===== config.mk =====
export PLATFORM = sky130hd
export DESIGN_NAME = sdram_mode_pipe
export DESIGN_NICKNAME = d
export VERILOG_FILES = /design/src/rtl/sdm_pkg.sv /design/src/rtl/sdm_ctrl.sv /design/src/rtl/sdm_dpath.sv /design/src/rtl/sdram_mode_pipe.sv
export SDC_FILE = /design/constraint.sdc
export NUM_CORES = 1
export LEC_CHECK = 0
export BUFFER_PORTS_ARGS = -buffer_cell sky130_fd_sc_hd__clkbuf_2
export CORE_MARGIN = 3
export CORE_UTILIZATION = 35
export DETAILED_ROUTE_END_ITERATION = 8
export REMOVE_ABC_BUFFERS = 1
export SETUP_SLACK_MARGIN = 0.02
export SYNTH_ARGS = -nofsm -noshare
export SYNTH_HDL_FRONTEND = slang
export SYNTH_SLANG_ARGS = --single-unit

===== constraint.sdc =====
create_clock -name clk -period 1.88 [get_ports clk]
set_input_delay 0.188 -clock clk [delete_from_list [all_inputs] [get_ports clk]]
set_output_delay 0.188 -clock clk [all_outputs]
set_load 0.05 [all_outputs]

===== src/rtl/sdm_pkg.sv =====
package sdm_pkg;

  typedef enum logic [1:0] {
    CMD_NOP   = 2'd0,
    CMD_LOAD  = 2'd1,
    CMD_READ  = 2'd2,
    CMD_WRITE = 2'd3
  } cmd_e;

  localparam int MODE_W  = 10;
  localparam int WRAP_W  = 3;
  localparam int MAX_LAT = 3;
  localparam int STAGES  = MAX_LAT - 1;

  typedef struct packed {
    logic              start;
    logic              step;
    logic              beatRd;
    logic              lat3;
    logic [WRAP_W-1:0] wrapMask;
  } strobe_t;

endpackage


===== src/rtl/sdm_ctrl.sv =====
module sdm_ctrl
  import sdm_pkg::*;
#(
  parameter int CLK_MHZ     = 133,
  parameter int CL2_MAX_MHZ = 133
) (
  input  logic              clk,
  input  logic              rstN,
  input  logic [1:0]        cmdIn,
  input  logic [MODE_W-1:0] addrIn,
  output strobe_t           strb,
  output logic              burstValid,
  output logic              burstWrite,
  output logic              modeIllegal
);

  localparam logic [MODE_W-1:0] RESET_MODE = 10'b00_0011_0000;
  localparam bit CL2_OK = (CLK_MHZ <= CL2_MAX_MHZ);

  cmd_e              cmd;
  logic [MODE_W-1:0] modeWord;
  logic [2:0]        blCode;
  logic [2:0]        clCode;
  logic [1:0]        opMode;
  logic              wrSingle;
  logic [2:0]        blMask;
  logic [2:0]        beatsLeft;
  logic [2:0]        curMask;
  logic              isRw;
  logic              isWr;
  logic              goCmd;

  assign cmd      = cmd_e'(cmdIn);
  assign blCode   = modeWord[2:0];
  assign clCode   = modeWord[6:4];
  assign opMode   = modeWord[8:7];
  assign wrSingle = modeWord[9];

  always_comb begin
    unique case (blCode)
      3'd0:    blMask = 3'd0;
      3'd1:    blMask = 3'd1;
      3'd2:    blMask = 3'd3;
      default: blMask = 3'd7;
    endcase
  end

  always_comb begin
    modeIllegal = 1'b0;
    if (blCode > 3'd3) modeIllegal = 1'b1;
    if (opMode != 2'b00) modeIllegal = 1'b1;
    if (!((clCode == 3'd3) || ((clCode == 3'd2) && CL2_OK))) modeIllegal = 1'b1;
  end

  assign isRw  = (cmd == CMD_READ) || (cmd == CMD_WRITE);
  assign isWr  = (cmd == CMD_WRITE);
  assign goCmd = isRw && !modeIllegal;

  always_ff @(posedge clk or negedge rstN) begin
    if (!rstN) begin
      modeWord   <= RESET_MODE;
      burstValid <= 1'b0;
      burstWrite <= 1'b0;
      beatsLeft  <= '0;
      curMask    <= '0;
    end else begin
      if (cmd == CMD_LOAD) modeWord <= addrIn;
      if (goCmd) begin
        burstValid <= 1'b1;
        burstWrite <= isWr;
        if (isWr && wrSingle) begin
          beatsLeft <= '0;
          curMask   <= '0;
        end else begin
          beatsLeft <= blMask;
          curMask   <= blMask;
        end
      end else if (burstValid) begin
        if (beatsLeft == '0) begin
          burstValid <= 1'b0;
          burstWrite <= 1'b0;
        end else begin
          beatsLeft <= beatsLeft - 3'd1;
        end
      end
    end
  end

  always_comb begin
    strb.start    = goCmd;
    strb.step     = burstValid && (beatsLeft != '0) && !goCmd;
    strb.beatRd   = burstValid && !burstWrite;
    strb.lat3     = (clCode == 3'd3);
    strb.wrapMask = curMask;
  end

  // the mode word seen after a LOAD edge is the address presented at it
  a_r2_mode_capture: assert property (@(posedge clk) disable iff (!rstN)
    (cmd == CMD_LOAD) |=> (modeWord == $past(addrIn)));

  // no burst can start from idle while the mode is flagged
  a_r8_illegal_no_start: assert property (@(posedge clk) disable iff (!rstN)
    (modeIllegal && !burstValid && isRw) |=> !burstValid);

  // a single-location write followed by a NOP occupies one beat only
  a_r6_single_write: assert property (@(posedge clk) disable iff (!rstN)
    (goCmd && isWr && wrSingle) ##1 (cmd == CMD_NOP) |=> !burstValid);

endmodule


===== src/rtl/sdm_dpath.sv =====
module sdm_dpath
  import sdm_pkg::*;
#(
  parameter int COL_W  = 10,
  parameter int DATA_W = 16
) (
  input  logic              clk,
  input  logic              rstN,
  input  strobe_t           strb,
  input  logic [COL_W-1:0]  colIn,
  input  logic [DATA_W-1:0] arrData,
  output logic [COL_W-1:0]  burstCol,
  output logic              dqOe,
  output logic [DATA_W-1:0] dqOut
);

  logic [COL_W-1:0]  maskW;
  logic [COL_W-1:0]  colInc;
  logic [COL_W-1:0]  colNext;
  logic [STAGES-1:0] stV;
  logic [DATA_W-1:0] stD [STAGES];
  logic              tapV;
  logic              preV;
  logic [DATA_W-1:0] tapD;

  assign maskW   = COL_W'(strb.wrapMask);
  assign colInc  = burstCol + COL_W'(1);
  assign colNext = (burstCol & ~maskW) | (colInc & maskW);

  always_ff @(posedge clk or negedge rstN) begin
    if (!rstN) begin
      burstCol <= '0;
    end else if (strb.start) begin
      burstCol <= colIn;
    end else if (strb.step) begin
      burstCol <= colNext;
    end
  end

  always_ff @(posedge clk or negedge rstN) begin
    if (!rstN) begin
      stV <= '0;
      for (int i = 0; i < STAGES; i++) stD[i] <= '0;
    end else begin
      stV[0] <= strb.beatRd;
      stD[0] <= arrData;
      for (int i = 1; i < STAGES; i++) begin
        stV[i] <= stV[i-1];
        stD[i] <= stD[i-1];
      end
    end
  end

  // tap for the word due next edge, and the one a cycle behind it
  assign tapV = strb.lat3 ? stV[1] : stV[0];
  assign tapD = strb.lat3 ? stD[1] : stD[0];
  assign preV = strb.lat3 ? stV[0] : strb.beatRd;

  always_ff @(posedge clk or negedge rstN) begin
    if (!rstN) begin
      dqOe  <= 1'b0;
      dqOut <= '0;
    end else begin
      dqOe <= preV || tapV;
      if (tapV) dqOut <= tapD;
    end
  end

  // stepping never leaves the aligned block of the burst
  a_r3_block_wrap: assert property (@(posedge clk) disable iff (!rstN)
    strb.step |=> (burstCol[COL_W-1:WRAP_W] == $past(burstCol[COL_W-1:WRAP_W])));

  // the enable leads the data by a cycle, so it never lasts a single cycle
  a_r5_oe_preamble: assert property (@(posedge clk) disable iff (!rstN)
    $rose(dqOe) |=> dqOe);

  // a new data word only ever appears with the bus driven
  a_r4_data_under_oe: assert property (@(posedge clk) disable iff (!rstN)
    !$stable(dqOut) |-> dqOe);

endmodule


===== src/rtl/sdram_mode_pipe.sv =====
module sdram_mode_pipe
  import sdm_pkg::*;
#(
  parameter int COL_W       = 10,
  parameter int DATA_W      = 16,
  parameter int CLK_MHZ     = 133,
  parameter int CL2_MAX_MHZ = 133
) (
  input  logic              clk,
  input  logic              rstN,
  input  logic [1:0]        cmdIn,
  input  logic [MODE_W-1:0] addrIn,
  input  logic [COL_W-1:0]  colIn,
  input  logic [DATA_W-1:0] arrData,
  output logic              dqOe,
  output logic [DATA_W-1:0] dqOut,
  output logic [COL_W-1:0]  burstCol,
  output logic              burstValid,
  output logic              burstWrite,
  output logic              modeIllegal
);

  strobe_t strb;

  sdm_ctrl #(
    .CLK_MHZ    (CLK_MHZ),
    .CL2_MAX_MHZ(CL2_MAX_MHZ)
  ) u_ctrl (
    .clk        (clk),
    .rstN       (rstN),
    .cmdIn      (cmdIn),
    .addrIn     (addrIn),
    .strb       (strb),
    .burstValid (burstValid),
    .burstWrite (burstWrite),
    .modeIllegal(modeIllegal)
  );

  sdm_dpath #(
    .COL_W (COL_W),
    .DATA_W(DATA_W)
  ) u_dpath (
    .clk     (clk),
    .rstN    (rstN),
    .strb    (strb),
    .colIn   (colIn),
    .arrData (arrData),
    .burstCol(burstCol),
    .dqOe    (dqOe),
    .dqOut   (dqOut)
  );

endmodule


==> impl_metrics.tcl <==
set metrics [dict create \
    setup_viol_count_final 0 \
    dieArea_mm2 0.009582 \
    vias 1688 \
    floorplan.rows 32 \
    core_area_mm2 0.007968 \
    power_leakage_nw 1.837 \
    grt_pass1_vias 1842 \
    dp_hpwl_um 3479 \
    worstPathRequired_ps 1690 \
    crit_chain "nand2b_1 > or4_1 > buf_2" \
    grt_pass1_wl_um 8914 \
    synth.distinct_cells 26 \
    h-tree-depth 3 \
    n_antenna_cell 0 \
    start_kind "register" \
    syn_inst 179 \
    rsz0062_at_grt "false" \
    die_h_um 97.89 \
    synth_area_mm2 0.002955 \
    clk-insertion-delay-late_ps 350 \
    placed_cell_area_mm2 0.003421 \
    arrival_ps 1620 \
    wl_per_cell_um 13.25 \
    dpl_worst_slack_ps 247.2 \
    yosys_most_used_dff "dfrtp_1" \
    ctsLongestPathBuffers 2 \
    max_freq_ghz 0.5544 \
    vias_per_cell 4.430 \
    crit_type "reg2out" \
    seq_area_mm2 0.001954 \
    wl_um 5047 \
    drt-initial-drc-count 31 \
    cp_slowest_stage_delay_ps 540 \
    cts_buffers 9 \
    fill_cells 720 \
    ir_drop_uv 765.1 \
    worstSetupEndpointType "primary output" \
    rr_startpoint "u_ctrl.beatsLeft[0]" \
    final-hold-violation-count 0 \
    grt-ovfl-total 0 \
    area_growth_pct 27.86 \
    period_share 0.9595 \
    nNetsFinal 318 \
    final_max_slew_viol_count 0 \
    synth-seq-cells 78 \
    min_path_type "in2reg" \
    die_w_um 97.89 \
    grt_start_max_net_pins 46 \
    drive_gt1_frac 0.5269 \
    hold-path-cell-count 2 \
    period_minus_slack_ps 1804 \
    portBuffers 68 \
    ant_nets 0 \
    finClkSkew_ps 9.268 \
    max-cap-violations 0 \
    min-delay-start "colIn[6]" \
    worst_path_max_delay_cell "dfstp_2" \
    r2r_cells 6 \
    fin_ws_ps 76.18 \
    synth_area_per_cell_um2 16.51 \
    cts-root-buf "clkbuf_8" \
    pin_count 70 \
    drc 0 \
    status "completed" \
    max_slew_margin 0.6209 \
    design_area_mm2 0.003779 \
    clkTransAtPathRegs_ps 80 \
    cp-startpoint "u_ctrl.modeWord[5]" \
    grt_usage 0.1197 \
    multiInputGateArea_um2 924.6 \
    gp_congestion 0.7116 \
    start_util 0.3709 \
    dr.pass1.iters 3 \
    ys_seq_area_frac 0.6613 \
    synth_edf_count 0 \
    cts.sinks 78 \
    cts_tree "yes" \
    power_density_mw_per_mm2 1639 \
    synth-warning-count 0 \
    cp_max_fo 3 \
    antenna_found_initial 0 \
    max_slew.worst_pin.slew_ps 568.6 \
    postSynth.asyncResetShare 1.000 \
]
-- path summary, 6_finish.rpt --
path,slack (ps),to
min in group asynchronous,370,u_dpath.dqOut[13]
max in group asynchronous,880,u_dpath.stD[5]
worst max register to register,260,register
worst min-delay path,70,u_dpath.burstCol[6]
worst max-delay path,80,modeIllegal
worst min register to register,370,u_dpath.stD[1]
-- cell usage in the layout, fill, tap and decap left out --
cell type and count:
nand3b_1 3, xnor2_1 3, mux2_4 11, mux2i_1 6, clkbuf_2 66, ha_1 3, dlygate4sd3_1 17, nor2_1 1
a21boi_0 1, o21ai_0 2, dfstp_2 2, buf_2 1, clkbuf_8 9, clkinv_2 2, nand2_1 2, nand4b_1 1
nor2b_1 2, clkinv_4 1, dfrtp_1 76, nand2b_1 2, nand4bb_1 1, nand3_1 1, clkinvlp_4 2, inv_1 7
or4_1 1, mux2_2 45, a21oi_1 1, o31ai_1 1, bufinv_16 1, buf_4 7, a21o_1 1
-- metrics by stage --
stage                     TNS [ps]    util  hold slack, ps  cells  total power, W
after global routing             0  0.4742           52.94    381        0.006559
after global placement           0  0.4293           220.2    349        0.005006
after CTS                        0  0.4742           55.33    381        0.006303
after detailed placement         0  0.4293           229.4    349        0.005050
after floorplan              -1627       -          -107.6    173        0.004438
final                            0  0.4742           71.94    381        0.006192
-- logic make-up (layout without fill, tap and decap cells) --
family,Yosys count,count (layout),share of synthesized area
flops,78,78,0.6613
fa+ha+maj,3,3,0.01270
mux,62,62,0.2477
simple gates,14,14,0.03090
xor+xnor,3,3,0.008892
buf+inv,13,113,0.02582
compound gates,6,6,0.01270
-- final cells by class --
type / count / share of cell area
clock buffers: 9 / 0.03278
clock inverters: 6 / 0.01689
inverters: 7 / 0.006954
multi-input cells: 88 / 0.2447
flip-flops and latches: 78 / 0.5172
well taps: 102 / 0.03377
repair buffers: 91 / 0.1477
-- what timing repair did --
action                                 in CTS  in global routing
gates resized for setup                     0                  1
hold buffers                               17                  0
buffers inserted                            0                  0
endpoints found under the hold margin      56                  0
setup endpoints to repair                   0                  1
-- sequential cells by signal, indices dropped and copies added, names as in the netlist, named ones only --
| register | count |
|---|---|
| u_ctrl.beatsLeft | 3 |
| u_ctrl.burstValid | 1 |
| u_ctrl.burstWrite | 1 |
| u_ctrl.curMask | 3 |
| u_ctrl.modeWord | 9 |
| u_dpath.burstCol | 8 |
| u_dpath.dqOe | 1 |
| u_dpath.dqOut | 16 |
| u_dpath.stD | 32 |
| u_dpath.stV | 2 |
-- synth_stat cells (all sizes together) (2+ instances only) --
library cell | n | area, um2
o21ai | 2 | 10.01
dfstp | 2 | 52.55
dfrtp | 76 | 1902
xnor2 | 3 | 26.28
mux2 | 56 | 671.9
nand3b | 3 | 22.52
nand2b | 2 | 12.51
nand2 | 2 | 7.510
nor2b | 2 | 12.51
ha | 3 | 37.54
buf | 5 | 46.29
inv | 7 | 26.28
mux2i | 6 | 60.06
-- power breakdown --
part	leakage [nW]	total, W	switching, W	internal (W)
logic	0.828	0.00259	0.00165	0.000938
registers	0.918	0.00240	0.000251	0.00215
clock network	0.0911	0.00120	0.000595	0.000603
total	1.84	0.00619	0.00250	0.00369
-- routing by layer --
metal,track usage,share of wire,up-vias
met5,0,0,-
met4,0.06709,0.024,0
met3,0.03714,0.050,8
met2,0.1812,0.48,39
met1,0.1525,0.45,830
li1,-,-,811
-- critical path, delay by kind of cell (launching register included) --
family / cells / cell delay, ps
flops: 1 / 540
simple gates: 2 / 500
buf+inv: 1 / 240
Note: power is estimated with default switching activity, not from simulation.
